[src/rtl/i2c_regs_pkg.sv]
package i2c_regs_pkg;
  localparam int OFS_W = 6;
  localparam logic [OFS_W-1:0] OFS_FIFO  = 6'h00;
  localparam logic [OFS_W-1:0] OFS_STAT  = 6'h04;
  localparam logic [OFS_W-1:0] OFS_CTRL  = 6'h08;
  localparam logic [OFS_W-1:0] OFS_CLKLO = 6'h0C;
  localparam logic [OFS_W-1:0] OFS_CLKHI = 6'h10;
  localparam logic [OFS_W-1:0] OFS_RXLVL = 6'h18;
  localparam logic [OFS_W-1:0] OFS_TXLVL = 6'h1C;
  localparam logic [OFS_W-1:0] OFS_RXCNT = 6'h20;
  localparam logic [OFS_W-1:0] OFS_TXCNT = 6'h24;

  // status bit positions
  localparam int ST_DONE = 0;
  localparam int ST_ARB  = 1;
  localparam int ST_NACK = 2;
  localparam int ST_NEED = 3;
  localparam int ST_ACT  = 5;
  localparam int ST_SCL  = 6;
  localparam int ST_SDA  = 7;
  localparam int ST_RXF  = 8;
  localparam int ST_RXE  = 9;
  localparam int ST_TXF  = 10;
  localparam int ST_TXE  = 11;

  // control bit positions
  localparam int CT_DONE = 0;
  localparam int CT_ARB  = 1;
  localparam int CT_NACK = 2;
  localparam int CT_NEED = 3;
  localparam int CT_SLV  = 4;
  localparam int CT_RXF  = 5;
  localparam int CT_RXNE = 6;
  localparam int CT_TXF  = 7;
  localparam int CT_RST  = 8;
  localparam int CT_EN_W = 8;

  localparam int TXW_W = 10;
  localparam int RXW_W = 8;

  typedef struct packed {
    logic tx_full;
    logic rx_ne;
    logic rx_full;
    logic need;
    logic nack;
    logic arb;
    logic done;
  } irq_vec_t;
  localparam int IRQ_N = $bits(irq_vec_t);
endpackage

[src/rtl/i2c_sync_fifo.sv]
module i2c_sync_fifo #(
  parameter int W     = 8,
  parameter int DEPTH = 4,
  localparam int PTR_W = $clog2(DEPTH),
  localparam int LVL_W = PTR_W + 1
) (
  input  logic             clk_i,
  input  logic             rst_ni,
  input  logic             flush_i,
  input  logic             push_i,
  input  logic [W-1:0]     wdata_i,
  input  logic             pop_i,
  output logic [W-1:0]     head_o,
  output logic             full_o,
  output logic             empty_o,
  output logic [LVL_W-1:0] level_o
);
  logic [W-1:0]     mem_q [DEPTH];
  logic [PTR_W-1:0] wptr_q, rptr_q;
  logic [LVL_W-1:0] lvl_q;
  logic             do_push, do_pop;

  assign full_o  = (lvl_q == LVL_W'(DEPTH));
  assign empty_o = (lvl_q == '0);
  assign level_o = lvl_q;
  assign head_o  = mem_q[rptr_q];
  assign do_push = push_i && !full_o;
  assign do_pop  = pop_i && !empty_o;

  always_ff @(posedge clk_i or negedge rst_ni) begin
    if (!rst_ni) begin
      wptr_q <= '0;
      rptr_q <= '0;
      lvl_q  <= '0;
    end else if (flush_i) begin
      wptr_q <= '0;
      rptr_q <= '0;
      lvl_q  <= '0;
    end else begin
      if (do_push) wptr_q <= wptr_q + 1'b1;
      if (do_pop)  rptr_q <= rptr_q + 1'b1;
      if (do_push && !do_pop)      lvl_q <= lvl_q + 1'b1;
      else if (do_pop && !do_push) lvl_q <= lvl_q - 1'b1;
    end
  end

  always_ff @(posedge clk_i) begin
    if (do_push && !flush_i) mem_q[wptr_q] <= wdata_i;
  end


  level_bound_chk: assert property (@(posedge clk_i) disable iff (!rst_ni)
    level_o <= LVL_W'(DEPTH));

  full_drop_chk: assert property (@(posedge clk_i) disable iff (!rst_ni)
    (full_o && push_i && !pop_i && !flush_i) |=> (level_o == LVL_W'(DEPTH)));
endmodule

[src/rtl/i2c_reset_seq.sv]
module i2c_reset_seq #(
  parameter int RST_CYCLES = 8,
  localparam int CW = $clog2(RST_CYCLES + 1)
) (
  input  logic clk_i,
  input  logic rst_ni,
  input  logic start_i,
  output logic busy_o
);
  logic [CW-1:0] cnt_q;
  logic          busy_q;

  assign busy_o = busy_q;

  always_ff @(posedge clk_i or negedge rst_ni) begin
    if (!rst_ni) begin
      busy_q <= 1'b0;
      cnt_q  <= '0;
    end else if (start_i) begin
      busy_q <= 1'b1;
      cnt_q  <= CW'(RST_CYCLES - 1);
    end else if (busy_q) begin
      if (cnt_q == '0) busy_q <= 1'b0;
      else             cnt_q  <= cnt_q - 1'b1;
    end
  end


  reset_start_chk: assert property (@(posedge clk_i) disable iff (!rst_ni)
    start_i |=> busy_o);
endmodule

[src/rtl/i2c_irq_merge.sv]
module i2c_irq_merge
  import i2c_regs_pkg::*;
(
  input  irq_vec_t src_i,
  input  irq_vec_t en_i,
  output logic     irq_o
);
  logic [IRQ_N-1:0] hit;
  for (genvar i = 0; i < IRQ_N; i++) begin : g_hit
    assign hit[i] = src_i[i] & en_i[i];
  end
  assign irq_o = |hit;
endmodule

[src/rtl/i2c_regfile.sv]
module i2c_regfile
  import i2c_regs_pkg::*;
#(
  parameter int FIFO_DEPTH = 4,
  parameter int RST_CYCLES = 8,
  parameter int CNT_W      = 16,
  parameter int DIV_W      = 10,
  localparam int LVL_W     = $clog2(FIFO_DEPTH) + 1
) (
  input  logic             clk_i,
  input  logic             rst_ni,
  input  logic             bus_wr_i,
  input  logic             bus_rd_i,
  input  logic [5:0]       bus_addr_i,
  input  logic [31:0]      bus_wdata_i,
  output logic [31:0]      bus_rdata_o,
  output logic             eng_tx_valid_o,
  output logic [9:0]       eng_tx_data_o,
  input  logic             eng_tx_pop_i,
  input  logic             eng_rx_push_i,
  input  logic [7:0]       eng_rx_data_i,
  input  logic             eng_done_i,
  input  logic             eng_arb_lost_i,
  input  logic             eng_nack_i,
  input  logic             eng_need_data_i,
  input  logic             eng_active_i,
  input  logic             scl_i,
  input  logic             sda_i,
  output logic             eng_abort_o,
  output logic [DIV_W-1:0] clk_hi_o,
  output logic [DIV_W-1:0] clk_lo_o,
  output logic             irq_o
);
  logic busy;
  logic wr_fifo, rd_fifo, wr_stat, wr_ctrl, wr_lo, wr_hi;

  assign wr_fifo = bus_wr_i && (bus_addr_i == OFS_FIFO);
  assign rd_fifo = bus_rd_i && (bus_addr_i == OFS_FIFO);
  assign wr_stat = bus_wr_i && (bus_addr_i == OFS_STAT);
  assign wr_ctrl = bus_wr_i && (bus_addr_i == OFS_CTRL);
  assign wr_lo   = bus_wr_i && (bus_addr_i == OFS_CLKLO);
  assign wr_hi   = bus_wr_i && (bus_addr_i == OFS_CLKHI);

  i2c_reset_seq #(.RST_CYCLES(RST_CYCLES)) u_rst (
    .clk_i   (clk_i),
    .rst_ni  (rst_ni),
    .start_i (wr_ctrl && bus_wdata_i[CT_RST]),
    .busy_o  (busy)
  );
  assign eng_abort_o = busy;

  // FIFOs
  logic [TXW_W-1:0] tx_head;
  logic [RXW_W-1:0] rx_head;
  logic             tx_full, tx_empty, rx_full, rx_empty;
  logic [LVL_W-1:0] tx_lvl, rx_lvl;
  logic             tx_take, rx_give;

  assign tx_take = eng_tx_pop_i && !busy;
  assign rx_give = eng_rx_push_i && !busy;

  i2c_sync_fifo #(.W(TXW_W), .DEPTH(FIFO_DEPTH)) u_txf (
    .clk_i   (clk_i),
    .rst_ni  (rst_ni),
    .flush_i (busy),
    .push_i  (wr_fifo && !busy),
    .wdata_i (bus_wdata_i[TXW_W-1:0]),
    .pop_i   (tx_take),
    .head_o  (tx_head),
    .full_o  (tx_full),
    .empty_o (tx_empty),
    .level_o (tx_lvl)
  );

  i2c_sync_fifo #(.W(RXW_W), .DEPTH(FIFO_DEPTH)) u_rxf (
    .clk_i   (clk_i),
    .rst_ni  (rst_ni),
    .flush_i (busy),
    .push_i  (rx_give),
    .wdata_i (eng_rx_data_i),
    .pop_i   (rd_fifo && !busy),
    .head_o  (rx_head),
    .full_o  (rx_full),
    .empty_o (rx_empty),
    .level_o (rx_lvl)
  );

  assign eng_tx_valid_o = !tx_empty && !busy;
  assign eng_tx_data_o  = tx_head;

  // sticky flags: bit0 done, bit1 arbitration lost
  logic [1:0] flag_q;
  logic [1:0] flag_set;
  assign flag_set = {eng_arb_lost_i, eng_done_i};

  for (genvar i = 0; i < 2; i++) begin : g_flag
    always_ff @(posedge clk_i or negedge rst_ni) begin
      if (!rst_ni)                        flag_q[i] <= 1'b0;
      else if (busy)                      flag_q[i] <= 1'b0;
      else if (flag_set[i])               flag_q[i] <= 1'b1;
      else if (wr_stat && bus_wdata_i[i]) flag_q[i] <= 1'b0;
    end
  end

  logic nack_eff, need_eff;
  assign nack_eff = eng_nack_i && !busy;
  assign need_eff = eng_need_data_i && !busy;

  // control and dividers
  logic [CT_EN_W-1:0] en_q;
  logic [DIV_W-1:0]   lo_q, hi_q;

  always_ff @(posedge clk_i or negedge rst_ni) begin
    if (!rst_ni) begin
      en_q <= '0;
      lo_q <= '0;
      hi_q <= '0;
    end else begin
      if (wr_ctrl) en_q <= bus_wdata_i[CT_EN_W-1:0];
      if (wr_lo)   lo_q <= bus_wdata_i[DIV_W-1:0];
      if (wr_hi)   hi_q <= bus_wdata_i[DIV_W-1:0];
    end
  end
  assign clk_lo_o = lo_q;
  assign clk_hi_o = hi_q;

  // byte counters
  logic [CNT_W-1:0] rx_cnt_q, tx_cnt_q;
  always_ff @(posedge clk_i or negedge rst_ni) begin
    if (!rst_ni) begin
      rx_cnt_q <= '0;
      tx_cnt_q <= '0;
    end else if (busy) begin
      rx_cnt_q <= '0;
      tx_cnt_q <= '0;
    end else begin
      if (rx_give)              rx_cnt_q <= rx_cnt_q + 1'b1;
      if (tx_take && !tx_empty) tx_cnt_q <= tx_cnt_q + 1'b1;
    end
  end

  // status word
  logic [31:0] stat_w;
  always_comb begin
    stat_w          = '0;
    stat_w[ST_DONE] = flag_q[0];
    stat_w[ST_ARB]  = flag_q[1];
    stat_w[ST_NACK] = nack_eff;
    stat_w[ST_NEED] = need_eff;
    stat_w[ST_ACT]  = eng_active_i;
    stat_w[ST_SCL]  = scl_i;
    stat_w[ST_SDA]  = sda_i;
    stat_w[ST_RXF]  = rx_full;
    stat_w[ST_RXE]  = rx_empty;
    stat_w[ST_TXF]  = tx_full;
    stat_w[ST_TXE]  = tx_empty;
  end

  // read mux
  always_comb begin
    bus_rdata_o = '0;
    unique case (bus_addr_i)
      OFS_FIFO:  bus_rdata_o = rx_empty ? 32'd0 : 32'(rx_head);
      OFS_STAT:  bus_rdata_o = stat_w;
      OFS_CTRL:  bus_rdata_o = {23'd0, busy, en_q};
      OFS_CLKLO: bus_rdata_o = 32'(lo_q);
      OFS_CLKHI: bus_rdata_o = 32'(hi_q);
      OFS_RXLVL: bus_rdata_o = 32'(rx_lvl);
      OFS_TXLVL: bus_rdata_o = 32'(tx_lvl);
      OFS_RXCNT: bus_rdata_o = 32'(rx_cnt_q);
      OFS_TXCNT: bus_rdata_o = 32'(tx_cnt_q);
      default:   bus_rdata_o = '0;
    endcase
  end

  // interrupt
  irq_vec_t src, en;
  assign src = '{tx_full: tx_full, rx_ne: !rx_empty, rx_full: rx_full,
                 need: need_eff, nack: nack_eff, arb: flag_q[1], done: flag_q[0]};
  assign en  = '{tx_full: en_q[CT_TXF], rx_ne: en_q[CT_RXNE], rx_full: en_q[CT_RXF],
                 need: en_q[CT_NEED], nack: en_q[CT_NACK], arb: en_q[CT_ARB],
                 done: en_q[CT_DONE]};

  i2c_irq_merge u_irq (
    .src_i (src),
    .en_i  (en),
    .irq_o (irq_o)
  );


  flag_set_chk: assert property (@(posedge clk_i) disable iff (!rst_ni)
    (eng_done_i && !busy && !wr_ctrl) |=> flag_q[0]);

  arb_set_chk: assert property (@(posedge clk_i) disable iff (!rst_ni)
    (eng_arb_lost_i && !busy && !wr_ctrl) |=> flag_q[1]);

  reset_flush_chk: assert property (@(posedge clk_i) disable iff (!rst_ni)
    busy |=> (tx_lvl == '0 && rx_lvl == '0));

  level_mask_chk: assert property (@(posedge clk_i) disable iff (!rst_ni)
    busy |-> (stat_w[ST_NACK] == 1'b0 && stat_w[ST_NEED] == 1'b0));

  irq_raise_chk: assert property (@(posedge clk_i) disable iff (!rst_ni)
    ((flag_q[0] && en_q[CT_DONE]) || (!rx_empty && en_q[CT_RXNE])) |-> irq_o);
endmodule

[config.mk]
export PLATFORM = sky130hd
export DESIGN_NAME = i2c_regfile
export DESIGN_NICKNAME = d
export VERILOG_FILES = /design/src/rtl/i2c_regs_pkg.sv /design/src/rtl/i2c_sync_fifo.sv /design/src/rtl/i2c_reset_seq.sv /design/src/rtl/i2c_irq_merge.sv /design/src/rtl/i2c_regfile.sv
export SDC_FILE = /design/constraint.sdc
export NUM_CORES = 1
export LEC_CHECK = 0
export BUFFER_PORTS_ARGS = -buffer_cell sky130_fd_sc_hd__clkbuf_2
export CAP_MARGIN = 20
export CORE_ASPECT_RATIO = 1.25
export CORE_MARGIN = 1.5
export CORE_UTILIZATION = 55
export DETAILED_ROUTE_END_ITERATION = 8
export PLACE_DENSITY = 0.89
export REMOVE_ABC_BUFFERS = 1
export SLEW_MARGIN = 10
export SYNTH_ARGS = -nofsm -noshare
export SYNTH_HDL_FRONTEND = slang
export SYNTH_SLANG_ARGS = --single-unit
[constraint.sdc]
create_clock -name clk_i -period 3.7 [get_ports clk_i]
set_clock_uncertainty 0.2 [all_clocks]
set_input_delay 0.555 -clock clk_i [delete_from_list [all_inputs] [get_ports clk_i]]
set_output_delay 0.555 -clock clk_i [all_outputs]
set_load 0.1 [all_outputs]
==> impl_results.md <==
- Status: finished, final reports clean
- Vias in the first global route: between 5000 and 6000
- N_diodes: 0
- Gr usage total: 0.270
- Final worst-path cycle share: 0.942
- Worst r2r path cells: 7
- Critical-path maximum fanout: 15
- Worst slack, placed: around 0.34 ns
- Drt first pass iters: 5
- Final net count: a little over 700
- Inst Count DP: between 800 and 900
- Area of placed instances: roughly 8100 µm²
- Worst Hold Depth: 1
- Main combinational cell family by area after synthesis: simple AND/OR/NAND/NOR gates
- Critical Path RT: 2.94 ns
- Sequential share of the synthesized area: 0.573
- CP endpoint: bus_rdata_o[9]
- Area grow syn2layout: 18.5%
- Crit Path Class: primary input to primary output
- Flops & latches, synth: 153
- Top_reg_cell synth: dfrtp_1
- Initial Util: 0.570
- WL/cell: about 22 µm
- Critical path arrival: approximately 2.7 ns
- Hold_ws: 0.136 ns
- RSZ-0062 raised after global routing: no
- Hpwl dp: roughly 13000 µm
- Non-filler instance count after layout: about 840
- Final-report setup violation count: 0
- Initial antenna violation count: 1
- Clock latency on the worst-skew pair: 0.43 ns
- Final worst setup slack: between 0.2 and 0.25 ns
- Pwr Density: ~700 nW/µm²
- Gr ovfl total: 0
- Final WL: 18300 µm
- Post-synth cell types: 63
- Largest net degree at the start of global routing: 82
- Core Area: approximately 13000 µm²
- Fill cell total of the finished layout: 812
- Die width: 106 µm
- Avg Cell Area, Syn: roughly 13 µm²
- Synth Area in Adders: 0.0243
- Synth Warn #: 0
- Synth Area in Simple Gates: 0.127
- Share of the synthesized area in the top cell type: 0.296
- Vias per cell: 6.32
- Util after Layout: 0.676
- Internal reg-to-reg setup slack: 0.91 ns
- Bufs on Longest Clock Path: 2
- First-pass GRT wire length: around 29000 µm
- Post-Syn Instances: between 500 and 600
- Crit path from: bus_addr_i[4]
- Fmax achieved: 0.287 GHz
- Setup repair bufs after CTS: 0
- Max Transition Viols Final: 0
- Reg clk slew, reported paths: around 0.070 ns
- CTS HTree Levels: 4
- Max VDD drop: roughly 0.58 mV
- RR Startpoint: u_txf.level_o[2]
- Fraction of layout cells with a size suffix above 1: 0.282
- CTS Sinks: between 150 and 200
- Post-synthesis mux area share: 0.120
- CTS Root Cell: clkbuf_16
- FP Rows: 46
- Placer Congestion: 0.924
- Final Hold Vio Count: 0
- Die area: 14000 µm²
- Buffers added on ports: between 80 and 90
- Max Cap Viol: 0
- Post-synth EDFFs: 72
- Worst min path class: primary input to register
- Ys async rst share: 0.529
- Largest area contributor in the netlist: edfxtp_1
- Synth Area in Compound Gates: 0.0771
- P_leak: between 3 and 4 nW
- FF-to-FF End: u_txf.level_o[2]
- Minimum clock period: around 3.5 ns
- Post-synthesis xor/xnor area fraction: 0.0347
- Num CTS Buffers: 17
- Slew headroom: 0.498
- Mapped cell area: between 7000 and 8000 µm²
- Crit. End Element: primary output
- Die Y: 132 µm
- Via count: 5279
- I/O pin cnt: around 120
- Top post-synthesis cells by area: edfxtp_1 30%, dfrtp_1 28%, mux4_2 5.5%
- TritonCTS clock tree: yes
- Crit start category: primary input
- Slew @ Worst Pin: approximately 0.74 ns
- Initial drt markers: 480
- ANT nets after route: 0
- DRC Markers: 0
- Final Cell Area: between 8000 and 9000 µm²
cells in the mapped netlist, types with 2 or more instances:
cell	count
and4_1	4
mux2i_1	9
clkbuf_1	16
nor2b_1	6
a31oi_1	2
a22o_1	4
a22oi_1	16
xnor2_1	21
nor3_1	12
buf_1	7
a32oi_1	6
o2bb2ai_1	4
buf_4	16
buf_2	7
nand2_1	31
nor4b_1	3
inv_1	21
a21oi_1	8
mux2_2	33
fa_1	2
edfxtp_1	72
xor2_1	8
o31a_1	2
mux4_2	18
a222oi_1	5
a221oi_1	3
and3_1	8
nor2_1	44
dfrtp_1	81
or3_1	4
o31ai_1	5
o211ai_1	3
nand3_1	14
nand4_1	12
ha_1	11
o21ai_0	6
nor4_1	6
and2_1	14
what timing repair did:
| item | 4_1_cts | 5_1_grt |
|---|---|---|
| hold endpoints to repair | 0 | 44 |
| hold buffers | 0 | 1 |
| resized for setup | 0 | 0 |
registers in the layout (all words and copies together) (netlist names):
name	cells
u_rst.busy_o	1
u_rxf.mem_q	32
clk_lo_o	10
tx_cnt_q	16
u_txf.mem_q	40
rx_cnt_q	16
u_rxf.rptr_q	2
u_rxf.wptr_q	2
u_txf.rptr_q	2
flag_q	2
u_txf.level_o	3
u_rst.cnt_q	4
u_rxf.level_o	3
en_q	8
u_txf.wptr_q	2
clk_hi_o	10
metal layers:
layer / global-route usage / wire [µm] / vias up
met5: 0 / 0 / -
met4: 0.155 / 913 / 0
met3: 0.0583 / 1320 / 73
met2: 0.476 / 9670 / 301
met1: 0.296 / 6420 / 2639
li1: - / - / 2266
report_power, final:
part	internal, mW	leakage, nW	switching (mW)
sequential	2.05	1.71	0.342
combinational	0.569	1.58	1.42
clock	0.955	0.280	0.780
total	3.58	3.58	2.54
logic make-up after synthesis:
| kind of cell | Yosys count |
|---|---|
| adder cells (fa/ha/maj) | 13 |
| other | 1 |
| XOR/XNOR | 29 |
| AO/OA/AOI/OAI | 73 |
| multiplexers | 61 |
| AND/OR/NAND/NOR | 172 |
| flip-flops | 153 |
| buffers and inverters | 67 |
critical path, cell delays in order:
cell and delay (ns):
clkbuf_2 0.13, nor4b_1 0.69, and2_1 0.63, a22oi_1 0.30, nand3_1 0.22, buf_12 0.19
metrics by stage:
step                setup TNS [ns]  power (mW)
floorplan                    -1.26        3.89
global placement                 0        4.26
detailed placement               0        4.37
CTS                              0        6.11
global route                     0        6.33
finish                           0        6.12
layout by cell type (no fill, tap or decap), types with 5 or more instances in the layout:
cell / synthesis / routed
dfrtp_1: 81 / 80
edfxtp_1: 72 / 72
clkbuf_2: 0 / 68
nor2_1: 44 / 44
mux2_2: 33 / 33
nand2_1: 31 / 31
inv_1: 21 / 21
xnor2_1: 21 / 21
mux4_2: 18 / 18
clkbuf_16: 0 / 17
a22oi_1: 16 / 16
conb_1: 1 / 16
buf_12: 0 / 15
and2_1: 14 / 14
nand3_1: 14 / 14
buf_4: 16 / 13
nor3_1: 12 / 12
nand4_1: 12 / 12
ha_1: 11 / 11
mux2i_1: 9 / 9
and3_1: 8 / 8
a21oi_1: 8 / 8
xor2_1: 8 / 8
nor2b_1: 6 / 6
o21ai_0: 6 / 6
a32oi_1: 6 / 6
nor4_1: 6 / 6
a222oi_1: 5 / 5
o31ai_1: 5 / 5
worst min path at each step:
stage / start / to / slack, ns
2_1_floorplan: rst_ni / clk_hi_o[0] / 0.06
3_3_place_gp: en_q[4] / en_q[4] / 0.29
3_5_place_dp: clk_hi_o[6] / clk_hi_o[6] / 0.32
4_1_cts: rst_ni / tx_cnt_q[15] / 0.13
5_1_grt: eng_rx_data_i[5] / u_rxf.mem_q[0][5] / 0.14
6_report: eng_rx_data_i[7] / u_rxf.mem_q[0][7] / 0.14
final cells by class:
type	count	area, µm²	area share
Tap cell	168	210	0.0242
Clock buffer	18	429	0.0495
Sequential cell	153	4190	0.483
Inverter	21	78.8	0.00909
Clock inverter	14	151	0.0175
Multi-Input combinational cell	364	2860	0.330
Timing Repair Buffer	97	748	0.0863
Power figures use the tool's default switching activity.
